File: config.mk
export PLATFORM = sky130hd
export DESIGN_NAME = modcnt_top
export DESIGN_NICKNAME = d
export VERILOG_FILES = /design/src/rtl/modcnt_pkg.sv /design/src/rtl/modcnt_prescaler.sv /design/src/rtl/modcnt_busif.sv /design/src/rtl/modcnt_core.sv /design/src/rtl/modcnt_top.sv
export SDC_FILE = /design/constraint.sdc
export NUM_CORES = 1
export LEC_CHECK = 0
export CAP_MARGIN = 5
export CORE_MARGIN = 5
export CORE_UTILIZATION = 64
export DETAILED_ROUTE_END_ITERATION = 12
export DONT_BUFFER_PORTS = 1
export PLACE_DENSITY = 0.79
export SLEW_MARGIN = 10
export SYNTH_ARGS = -nofsm -noshare
export SYNTH_HDL_FRONTEND = slang
export SYNTH_SLANG_ARGS = --single-unit
File: constraint.sdc
create_clock -name clk -period 3.7 [get_ports clk]
set_clock_uncertainty 0.05 [all_clocks]
set_input_delay 0.925 -clock clk [delete_from_list [all_inputs] [get_ports clk]]
set_output_delay 0.925 -clock clk [all_outputs]
set_load 0.03 [all_outputs]
File: src/rtl/modcnt_pkg.sv
package modcnt_pkg;
  localparam int BYTE_W = 8;

  typedef enum logic {
    MODE_ONESHOT = 1'b0,
    MODE_MODULUS = 1'b1
  } modcnt_mode_e;
endpackage

File: src/rtl/modcnt_prescaler.sv
module modcnt_prescaler #(
  parameter int MAX_LOG2 = 4,
  parameter int SEL_W    = 3
) (
  input  logic             clk,
  input  logic             rst_n,
  input  logic             en,
  input  logic             clr,
  input  logic [SEL_W-1:0] sel,
  output logic             tick
);
  localparam int CW = (MAX_LOG2 > 0) ? MAX_LOG2 : 1;

  logic [CW-1:0] pcnt_q;
  logic [CW-1:0] div_m1;
  int            eff;

  always_comb begin
    eff    = (int'(sel) > MAX_LOG2) ? MAX_LOG2 : int'(sel);
    div_m1 = CW'((32'd1 << eff) - 32'd1);
    tick   = en && !clr && (pcnt_q >= div_m1);
  end

  always_ff @(posedge clk) begin
    if (!rst_n) begin
      pcnt_q <= '0;
    end else if (clr) begin
      pcnt_q <= '0;
    end else if (en) begin
      if (tick) pcnt_q <= '0;
      else      pcnt_q <= pcnt_q + CW'(1);
    end
  end

  // a tick restarts the phase, so two enabled ticks in a row only happen at divide-by-one
  a_r10_tick_restarts: assert property (@(posedge clk) disable iff (!rst_n)
    (tick && div_m1 != '0 && en && !clr) |=> !tick);
endmodule

File: src/rtl/modcnt_busif.sv
module modcnt_busif #(
  parameter int WIDTH = 16,
  parameter int AW    = 1
) (
  input  logic             wr_word,
  input  logic [AW-1:0]    wr_addr,
  input  logic [WIDTH-1:0] wr_data,
  input  logic [WIDTH-1:0] wr_base,
  output logic [WIDTH-1:0] wr_value,
  input  logic             rd_word,
  input  logic [AW-1:0]    rd_addr,
  input  logic [WIDTH-1:0] rd_src,
  output logic [WIDTH-1:0] rd_data
);
  import modcnt_pkg::*;
  localparam int NBYTES = WIDTH / BYTE_W;

  logic [BYTE_W-1:0] rd_byte;

  for (genvar g = 0; g < NBYTES; g++) begin : g_lane
    localparam int LANE_ADDR = NBYTES - 1 - g;
    logic hit;
    assign hit = wr_word || (wr_addr == AW'(LANE_ADDR));
    assign wr_value[g*BYTE_W +: BYTE_W] =
        !hit    ? wr_base[g*BYTE_W +: BYTE_W] :
        wr_word ? wr_data[g*BYTE_W +: BYTE_W] :
                  wr_data[BYTE_W-1:0];
  end

  always_comb begin
    rd_byte = '0;
    for (int i = 0; i < NBYTES; i++) begin
      if (rd_addr == AW'(NBYTES - 1 - i)) rd_byte = rd_src[i*BYTE_W +: BYTE_W];
    end
    rd_data = rd_word ? rd_src : {{(WIDTH-BYTE_W){1'b0}}, rd_byte};
  end
endmodule

File: src/rtl/modcnt_core.sv
module modcnt_core #(
  parameter int WIDTH = 16
) (
  input  logic             clk,
  input  logic             rst_n,
  input  logic             modulus_mode,
  input  logic             force_load,
  input  logic             tick,
  input  logic             wr_en,
  input  logic [WIDTH-1:0] wr_value,
  input  logic             zf_clr,
  input  logic             latch_en,
  input  logic             buf_en,
  output logic [WIDTH-1:0] cnt_q,
  output logic [WIDTH-1:0] ld_q,
  output logic             zero_flag,
  output logic             latch_pulse
);
  import modcnt_pkg::*;
  localparam logic [WIDTH-1:0] ONE = WIDTH'(1);

  logic zero_wr, oneshot_wr, flag_set;
  logic [WIDTH-1:0] cnt_d, ld_d;

  assign zero_wr    = wr_en && (wr_value == '0);
  assign oneshot_wr = wr_en && (modcnt_mode_e'(modulus_mode) == MODE_ONESHOT);

  always_comb begin
    cnt_d    = cnt_q;
    ld_d     = ld_q;
    flag_set = 1'b0;
    if (zero_wr) begin
      cnt_d = '0;
      if (modulus_mode) ld_d = '0;
    end else if (oneshot_wr) begin
      cnt_d = wr_value;
    end else begin
      if (wr_en) ld_d = wr_value;
      if (force_load) begin
        cnt_d = ld_q;
      end else if (tick && cnt_q != '0) begin
        if (cnt_q == ONE) begin
          flag_set = 1'b1;
          cnt_d    = modulus_mode ? ld_q : '0;
        end else begin
          cnt_d = cnt_q - ONE;
        end
      end
    end
  end

  always_ff @(posedge clk) begin
    if (!rst_n) begin
      cnt_q       <= '1;
      ld_q        <= '1;
      zero_flag   <= 1'b0;
      latch_pulse <= 1'b0;
    end else begin
      cnt_q       <= cnt_d;
      ld_q        <= ld_d;
      zero_flag   <= flag_set ? 1'b1 : (zf_clr ? 1'b0 : zero_flag);
      latch_pulse <= zero_wr && latch_en && buf_en;
    end
  end

  // a nonzero modulus-mode write leaves the live count alone
  a_r4_mod_write_holds_count: assert property (@(posedge clk) disable iff (!rst_n)
    (wr_en && modulus_mode && wr_value != '0 && !force_load && !tick) |=> $stable(cnt_q));

  // reload from the old load value and raise the flag on the underflow tick
  a_r5_reload_on_underflow: assert property (@(posedge clk) disable iff (!rst_n)
    (modulus_mode && tick && cnt_q == ONE && !wr_en && !force_load)
      |=> (zero_flag && cnt_q == $past(ld_q)));

  // a one-shot run parked at zero stays there
  a_r7_oneshot_parks: assert property (@(posedge clk) disable iff (!rst_n)
    (!modulus_mode && cnt_q == '0 && !wr_en && !force_load) |=> cnt_q == '0);

  // a zero write never raises the flag
  a_r8_zero_write_no_flag: assert property (@(posedge clk) disable iff (!rst_n)
    (zero_wr && !zero_flag) |=> !zero_flag);

  // every latch pulse traces back to a zero write with both enables
  a_r9_latch_source: assert property (@(posedge clk) disable iff (!rst_n)
    latch_pulse |-> $past(zero_wr && latch_en && buf_en));

  // an ordinary tick steps the count down by exactly one
  a_r10_single_step: assert property (@(posedge clk) disable iff (!rst_n)
    (tick && cnt_q > ONE && !wr_en && !force_load) |=> cnt_q == $past(cnt_q) - ONE);
endmodule

File: src/rtl/modcnt_top.sv
module modcnt_top #(
  parameter int WIDTH    = 16,
  parameter int PSC_LOG2 = 4,
  parameter int SEL_W    = 3,
  parameter int NBYTES   = WIDTH / 8,
  parameter int AW       = (NBYTES > 1) ? $clog2(NBYTES) : 1
) (
  input  logic             clk,
  input  logic             rst_n,
  input  logic             cnt_en,
  input  logic [SEL_W-1:0] psc_sel,
  input  logic             modulus_mode,
  input  logic             force_load,
  input  logic             rd_load_sel,
  input  logic             latch_en,
  input  logic             buf_en,
  input  logic             wr_en,
  input  logic             wr_word,
  input  logic [AW-1:0]    wr_addr,
  input  logic [WIDTH-1:0] wr_data,
  input  logic             rd_word,
  input  logic [AW-1:0]    rd_addr,
  output logic [WIDTH-1:0] rd_data,
  input  logic             zf_clr,
  output logic             zero_flag,
  output logic             latch_pulse
);
  logic             tick, psc_clr;
  logic [WIDTH-1:0] cnt_q, ld_q, wr_base, wr_value, rd_src;

  assign psc_clr = wr_en && !modulus_mode;
  assign wr_base = modulus_mode ? ld_q : cnt_q;
  assign rd_src  = rd_load_sel ? ld_q : cnt_q;

  modcnt_prescaler #(.MAX_LOG2(PSC_LOG2), .SEL_W(SEL_W)) u_psc (
    .clk(clk), .rst_n(rst_n), .en(cnt_en), .clr(psc_clr), .sel(psc_sel), .tick(tick)
  );

  modcnt_busif #(.WIDTH(WIDTH), .AW(AW)) u_bus (
    .wr_word(wr_word), .wr_addr(wr_addr), .wr_data(wr_data), .wr_base(wr_base),
    .wr_value(wr_value), .rd_word(rd_word), .rd_addr(rd_addr), .rd_src(rd_src),
    .rd_data(rd_data)
  );

  modcnt_core #(.WIDTH(WIDTH)) u_core (
    .clk(clk), .rst_n(rst_n), .modulus_mode(modulus_mode), .force_load(force_load),
    .tick(tick), .wr_en(wr_en), .wr_value(wr_value), .zf_clr(zf_clr),
    .latch_en(latch_en), .buf_en(buf_en), .cnt_q(cnt_q), .ld_q(ld_q),
    .zero_flag(zero_flag), .latch_pulse(latch_pulse)
  );
endmodule

# --- Word-level counts from Yosys, hierarchy flattened ---
# Cells that the tools add are included.
word_totals:
  ff_bits: 38
  out_inout_bits: 18
classes:
  add_sub_neg: 3
  order_cmp: 2
  n_eq_ne: 3
  n_shift: 1
  muxes: 26
  bitwise: 3
  n_reduce_logical: 19
op_table:
  columns: ["op", "n"]
  rows:
  - ["$mux W16", 13]
  - ["$mux W8", 4]
  - ["$shl A1 B32 Y4 const A", 1]
  - ["$eq A16 B1 Y1 const B", 1]
  - ["$logic_not A16 Y1", 1]
  - ["$reduce_bool A16 Y1", 1]
  - ["$sub A16 B1 Y16 const B", 1]
  - ["$logic_and A1 B1 Y1", 8]
  - ["$mux W1", 7]
  - ["$add A4 B1 Y4 const B", 1]
  - ["$ge A4 B4 Y1", 1]
  - ["$mux W4", 1]
  - ["$reduce_bool A2 Y1", 2]
  - ["$reduce_bool A4 Y1", 1]
  - ["$sub A4 B1 Y4 const B", 1]
  - ["$gt A3 B3 Y1 const B", 1]
  - ["$mux W3", 1]
  - ["$not A1 Y1", 3]
  - ["$reduce_and A3 Y1", 1]
  - ["$logic_not A1 Y1", 2]
  - ["$logic_or A1 B1 Y1", 2]
  - ["$ne A2 B1 Y1 const B", 1]
  - ["$ne A2 B2 Y1 const B", 1]
  - ["$reduce_or A2 Y1", 1]

# --- Logic depth before layout (Yosys ltp) ---
# Gate-level depths: netlist of the first run.
depth:
  depth_word: 12
  ltp_mapped: 11
  mapped_depth_nobuf: 9

# --- Cells and area by module ---
# Synthesis of the first run repeated with hierarchy kept, for this count alone.
hier_totals:
  cells_unflattened: 371
  hier_area_um2: 3248.1
modules_own_cells:
  columns: ["module", "n_inst", "cells_per_inst", "area_per_inst_um2", "seq_area_each_um2"]
  rows:
  - ["modcnt_core", 1, 245, 1963.1, 680.7]
  - ["modcnt_top", 1, 37, 503.0, 0.0]
  - ["modcnt_busif", 1, 53, 442.9, 0.0]
  - ["modcnt_prescaler", 1, 36, 339.1, 80.1]

# --- Worst setup path before layout of the first run ---
# Ideal clock, no wire load.
synth_path:
  path_kind: "input port to output port"
  from: "in rd_word"
  to: "out rd_data[0]"
  t_arrival_ns: 2.324
  t_required_ns: 2.725
  slack_ns: 0.401
  cell_stages: 2
  path_cell_list: "nor2_1 mux4_1"
synth_via:
  elab_chain_cells: 1
synth_lines:
  columns: ["item", "line_no", "source"]
  rows:
  - ["start: declaration", "modcnt_top.sv:21", "input logic rd_word,"]
  - ["$mux W16", "modcnt_busif.sv:35", "rd_data = rd_word ? rd_src : {{(WIDTH-BYTE_W){1'b0}}, rd_byte};"]
  - ["end: declaration", "modcnt_top.sv:23", "output logic [WIDTH-1:0] rd_data,"]
# Every way passes these cells.

# --- Worst setup path after layout of the first run ---
layout_path:
  from: "in psc_sel[0]"
  to: "reg u_core.cnt_q[9]"
layout_via:
  elab_chain_cells: 8
layout_lines:
  columns: ["item", "line_no", "source"]
  rows:
  - ["start: declaration", "modcnt_top.sv:11", "input logic [SEL_W-1:0] psc_sel,"]
  - ["$gt A3 B3 Y1", "modcnt_prescaler.sv:19", "eff = (int'(sel) > MAX_LOG2) ? MAX_LOG2 : int'(sel);"]
  - ["$mux W3 (*)", "modcnt_prescaler.sv:19", null]
  - ["$shl A1 B32 Y4 (*)", "modcnt_prescaler.sv:20", "div_m1 = CW'((32'd1 << eff) - 32'd1);"]
  - ["$sub A4 B1 Y4 (*)", "modcnt_prescaler.sv:20", null]
  - ["$ge A4 B4 Y1 (*)", "modcnt_prescaler.sv:21", "tick = en && !clr && (pcnt_q >= div_m1);"]
  - ["$logic_and A1 B1 Y1 (*)", "modcnt_prescaler.sv:21", null]
  - ["$logic_and A1 B1 Y1 (*)", "modcnt_core.sv:41", "end else if (tick && cnt_q != '0) begin"]
  - ["$reduce_bool A4 Y1 (no source line) (*)", null, null]
  - ["end signal: assignment", "modcnt_core.sv:59", "cnt_q <= cnt_d;"]
  - ["end: declaration", "modcnt_core.sv:14", "output logic [WIDTH-1:0] cnt_q,"]
# Mark *: on every way between the ends. The rest lies on a longest branch, timed or not.
# A chain may end at the register's enable or synchronous reset.

==> results of run 1 <==
## worst reg2reg max path: cells and delay by family, from the launching register on
kind | cells | cell delay [ns]
AO/OA/AOI/OAI | 4 | 1.11
AND/OR/NAND/NOR | 3 | 1.34
flip-flops | 1 | 0.42
## worst max-delay path by stage
| stage | slack, ns | from | endpoint |
|---|---|---|---|
| 3_3_place_gp | 0.34 | psc_sel[0] | u_core.cnt_q[9] |
| 2_1_floorplan | 0.40 | rd_word | rd_data[0] |
| 4_1_cts | 0.60 | psc_sel[0] | u_core.cnt_q[8] |
| 5_1_grt | 0.44 | psc_sel[0] | u_core.cnt_q[8] |
| 3_5_place_dp | 0.28 | psc_sel[0] | u_core.cnt_q[9] |
| 6_report | 0.60 | psc_sel[0] | u_core.cnt_q[9] |
## cells by family (layout without fill, tap and decap cells)
family,Yosys count,after routing,synth area share (%)
and+or+nand+nor,116,116,20.2
buffers and inverters,36,18,8.24
xor gates and xnor gates,13,13,3.66
AOI/OAI and AO/OA,95,95,23.8
DFF,38,38,24.4
adders and majority gates,7,7,2.81
muxes,41,41,16.8
## cell usage after synthesis (4+ instances only)
library cell	n	area [µm²]
dfxtp_1	38	761
nand2_1	27	101
mux2i_1	26	260
nor2_1	24	90.1
nand3_1	17	85.1
a21oi_1	14	70.1
a221oi_1	13	114
o211ai_1	13	97.6
a211oi_1	12	90.1
clkbuf_1	11	41.3
xor2_1	9	78.8
nand4_1	8	50.1
nor2b_1	8	50.1
ha_1	7	87.6
mux2_2	7	78.8
mux4_2	7	158
inv_1	6	22.5
a221o_1	5	50.1
buf_6	5	56.3
nand2b_1	5	31.3
a211o_1	4	35.0
a21o_1	4	30.0
buf_2	4	20.0
nor3_1	4	20.0
o21ai_0	4	20.0
xnor2_1	4	35.0
## stage by stage
stage	hold WS, ns	instances	total power, mW	utilization (%)
after floorplan	0.426	346	0.736	-
after global placement	0.449	387	0.762	63.3
after detailed placement	0.447	387	0.767	63.3
after CTS	0.462	395	1.21	66.4
after global routing	0.501	395	1.26	66.4
final	0.462	395	1.22	66.4
## flip-flops by register name, indices dropped and copies added, names as in the netlist
register and cells:
u_core.cnt_q 16, u_core.latch_pulse 1, u_core.ld_q 16, u_core.zero_flag 1, u_psc.pcnt_q 4
## power by group through the flow
stage | logic [mW] | clock network [mW] | registers (mW)
6_report | 0.273 | 0.456 | 0.494
5_1_grt | 0.294 | 0.473 | 0.496
4_1_cts | 0.269 | 0.453 | 0.491
3_5_place_dp | 0.266 | 0 | 0.501
3_3_place_gp | 0.262 | 0 | 0.500
2_1_floorplan | 0.263 | 0 | 0.473
## placed cells by master, fill, tap and decap left out, types with 5 or more instances in the layout
cell / instances
nor2b_1: 8
o211ai_1: 13
nand2_1: 27
nand2b_1: 5
mux2i_1: 26
xor2_1: 9
ha_1: 7
a21oi_1: 14
mux4_2: 7
mux2_2: 7
dfxtp_1: 38
a221oi_1: 13
nand4_1: 8
a221o_1: 5
inv_1: 6
nor2_1: 24
a211oi_1: 12
nand3_1: 17
clkbuf_8: 6
## layout make-up
class                   instances  area, µm²
clock buffers                   6       82.6
clock inverters                 2       60.1
fillers                       414       1590
inverters                       6       22.5
multi-input cells             272       2090
flip-flops and latches         38        761
well taps                      67       83.8
repair buffers                  4       30.0
## per-layer routing
layer | track usage, % | vias up | wire length, µm | part of all wire [%]
met3 | 8.35 | 26 | 1260 | 13
met1 | 40.8 | 1331 | 3650 | 39
li1 | - | 1291 | - | -
met4 | 13.2 | 0 | 354 | 3.8
met2 | 46.7 | 219 | 4060 | 44
met5 | 0 | - | 0 | 0
==> run summary, run 1 <==
Post-cts sizing count: 0
Reg2reg setup slack: 0.72 ns
CP Buf/Inv Count: 0
CTS tree: built
Syn Nets: 386
DP Area: 2990 µm²
Area Growth Syn to Fin: 0.724%
Mapped Area: 3110 µm²
Post-Syn Instances: 346
Switching Fraction: 31.4%
Sink Count: 38
Slew headroom: 43.1%
Setup ws final: 0.603 ns
Dominant synthesized flop cell: dfxtp_1
Unrepaired setup endpoints after global routing: false
Worst-case reg-to-reg path depth: 7
Ant diodes: 0
First DRT Iteration DRCs: 379
Post-DRT Antenna Nets: 0
FP Rows: 25
Worst reg2reg startpoint: u_core.cnt_q[2]
Initial core utilization: 65.9%
Number of flops mapped to enable cells by yosys: 0
Input/output buffers: 0
Top Ports: 51
Layout Nets: 367
Setup TNS: 0 ns
GRT Util Overall: 30.7%
Maximum number of pins on one net before global-route repair: 27
Cts hold-fix bufs: 0
Worst Setup End Kind: flip-flop
CTS Buffer Depth: 2
Min Clock Period, post-route: 3.10 ns
Critical Path RT: 3.84 ns
Gate power share: 22.3%
Drt wl/cell: 23.6 µm
Startpoint Class: input port
Pint: 0.838 mW
Sequential Power Share: 40.4%
Worst r2r dst: u_core.cnt_q[7]
Vias/cell: 7.26
Crit-path slowest cell: o21a_1
Synthesized flop and latch total: 38
P_sw: 0.384 mW
Critical path class: input port to flip-flop
Hold path cells: 2
CP top delay family: compound AO/OA/AOI/OAI gates
Final Max Tran Viols: 0
Num CTS Buffers: 5
# setup viols final: 0
WHS Endpoint: u_psc.pcnt_q[1]
Final wirelength: 9310 µm
Final Instance Area: 3130 µm²
Vias in the first global route: 2755
Die height: 79.7 µm
Vias after detailed routing: 2867
Critical path fanouts, max: 11
Grt ovf: 0
Fin. Hold Viols: 0
Initial antenna violation count: 0
Syn avg cell area: 8.99 µm²
HPWL after detailed placement: 6630 µm
Leakage: 1.19 nW
Layout cells sized above 1: 14.0%
Worst Max-Slew Pin Slew: 0.852 ns
Die area: 6360 µm²
WP data arrival: 3.24 ns
Critical path depth in cells: 9
Slowest stage delay, CP: 0.45 ns
Max rail drop VDD: 247 µV
Die width: 79.7 µm
# H-tree levels: 2
Hold Crit Start: u_psc.pcnt_q[1]
Yosys cell types: 62
Root Driver: clkbuf_8
Worst hold path class: flip-flop to flip-flop
Maxcap violations: 0
Clock transition at the registers of the reported paths: 0.07 ns
Ys async rst share: 0%
Final Cycle Share: 83.7%
Detailed Routing Iterations Pass 1: 5
Gpl congestion: 0.988
Postcts setup bufs: 0
Dpl ws: 0.281 ns
Status: finished clean
Power Density: 390 nW/µm²
Clock power frac: 37.3%
Yosys warns: 0
Max Freq: 323 MHz
CP cell instances: or3_1 -> ha_1 -> nand2b_1 -> a21o_1 -> a211o_1 -> o211ai_1 -> o21a_1 -> a21oi_1 -> a221o_1
Core area: 4720 µm²
Sequential share of the synthesized area: 24.4%
Clk Latency, worst-skew pair: 0.30 ns
First-pass GRT wire length: 14800 µm
DRC Markers: 0
No activity file was read; power rests on OpenSTA's default activity.
==> run 2: changes to the inputs <==
Clock period 3.7 ns to 3.12 ns, I/O delays scaled along.
==> run summary, run 2 (same netlist as run 1, synthesis figures left out) <==
Maxcap violations: 0
Worst Max-Slew Pin Slew: 0.839 ns
Commonest non-fill, non-tap cell in the layout: dfxtp_1
Input/output buffers: 0
Power Density: 423 nW/µm²
Clock transition at the registers of the reported paths: 0.07 ns
HPWL after detailed placement: 7030 µm
Maximum number of pins on one net before global-route repair: 27
Vias/cell: 7.16
FP Rows: 25
Die width: 79.7 µm
Fin. Hold Viols: 0
Setup TNS: 0 ns
Sequential Power Share: 41.5%
Grt ovf: 0
Leakage: 1.27 nW
Vias in the first global route: 2861
GRT Util Overall: 31.3%
Unrepaired setup endpoints after global routing: false
First-pass GRT wire length: 15200 µm
Core area: 4720 µm²
First DRT Iteration DRCs: 447
Gate power share: 26.5%
Clk Latency, worst-skew pair: 0.30 ns
Startpoint Class: flip-flop
Layout Nets: 387
# setup viols final: 0
Worst hold path class: flip-flop to flip-flop
Sink Count: 38
Initial antenna violation count: 0
Largest regs: u_core.cnt_q x16, u_core.ld_q x16, u_psc.pcnt_q x4
Final wirelength: 9500 µm
Pint: 0.932 mW
Layout cells sized above 1: 18.7%
Area Growth Syn to Fin: 4.99%
Final Max Tran Viols: 0
CP Buf/Inv Count: 0
CTS tree: built
Critical Path RT: 3.31 ns
# H-tree levels: 2
Fill cell count: 392
P_sw: 0.450 mW
Root Driver: clkbuf_8
Postcts setup bufs: 0
Total power: 1.38 mW
Top Ports: 51
Die height: 79.7 µm
Switching Fraction: 32.6%
WP data arrival: 3.03 ns
Post-cts sizing count: 0
CTS Buffer Depth: 2
Critical path fanouts, max: 16
Drt wl/cell: 22.9 µm
Critical path class: flip-flop to flip-flop
Worst Setup End Kind: flip-flop
Final Cycle Share: 91.1%
CP top delay family: simple AND/OR/NAND/NOR gates
Initial core utilization: 65.9%
Post-DRT Antenna Nets: 0
Slew headroom: 43.9%
DRC Markers: 0
Ant diodes: 0
Detailed Routing Iterations Pass 1: 5
Max rail drop VDD: 238 µV
Slowest stage delay, CP: 0.52 ns
Min Clock Period, post-route: 2.84 ns
Max Freq: 352 MHz
Commonest cells after routing, fill and taps aside: dfxtp_1, nand2_1, mux2i_1
Vias after detailed routing: 2964
Die area: 6360 µm²
Clock power frac: 32.0%
Status: finished clean
Cts hold-fix bufs: 0
Gpl congestion: 1.00
CP cell instances: or4_1 -> nor4b_1 -> nor4b_4 -> a21o_2 -> a221oi_1 -> a211oi_1 -> a221o_1
Num CTS Buffers: 5
Crit-path slowest cell: or4_1
## run 2: cell count changes in the layout (fill, tap and decap cells not counted), sizes merged
cell	before	now
buf	4	24
bufinv	2	1
## run 2: through the flow
step	hold slack (ns)	utilization (%)	area [µm²]	instances	worst slack, ns
final	0.465	69.2	3270	414	0.279
after global routing	0.503	69.2	3270	414	0.161
after CTS	0.468	69.2	3270	414	0.286
after detailed placement	0.457	66.8	3150	407	-0.0257
after global placement	0.445	66.8	3150	407	0.0618
after floorplan	0.426	-	3110	346	0.0771
## run 2: routing by layer
layer | global-route usage (%) | vias to the layer above | share of wire, %
met2 | 48.1 | 241 | 45
met5 | 0 | - | 0
met4 | 12.0 | 0 | 3.2
met1 | 41.4 | 1361 | 38
met3 | 9.26 | 30 | 14
li1 | - | 1332 | -
## run 2: final timing paths
path                                       from              end  slack (ns)  cells after the start
worst min-delay path            u_psc.pcnt_q[1]  u_psc.pcnt_q[1]        0.46                      2
worst max register to register  u_core.cnt_q[4]  u_core.cnt_q[3]        0.28                      7
worst max-delay path            u_core.cnt_q[4]  u_core.cnt_q[3]        0.28                      7
worst min register to register  u_psc.pcnt_q[1]  u_psc.pcnt_q[1]        0.46                      2
## run 2: power by group through the flow
stage               sequential (mW)  combinational, mW  clock (mW)
finish                        0.574              0.366       0.442
global route                  0.577              0.393       0.463
CTS                           0.570              0.359       0.442
detailed placement            0.581              0.358           0
global placement              0.582              0.352           0
floorplan                     0.561              0.312           0
## run 2: area by class of cell
| cell class | count | area, µm² | share of cell area (%) |
|---|---|---|---|
| clock inverters | 1 | 30.0 | 0.919 |
| multi-input cells | 272 | 2090 | 64.1 |
| clock buffers | 6 | 82.6 | 2.53 |
| inverters | 6 | 22.5 | 0.689 |
| repair buffers | 24 | 193 | 5.90 |
| well taps | 67 | 83.8 | 2.57 |
| flip-flops and latches | 38 | 761 | 23.3 |
## run 2: tightest hold or removal path: cells and delay by family, from the launching register on
kind | cells | cell delay [ns]
compound gates | 1 | 0.05
simple gates | 1 | 0.08
flops | 1 | 0.35
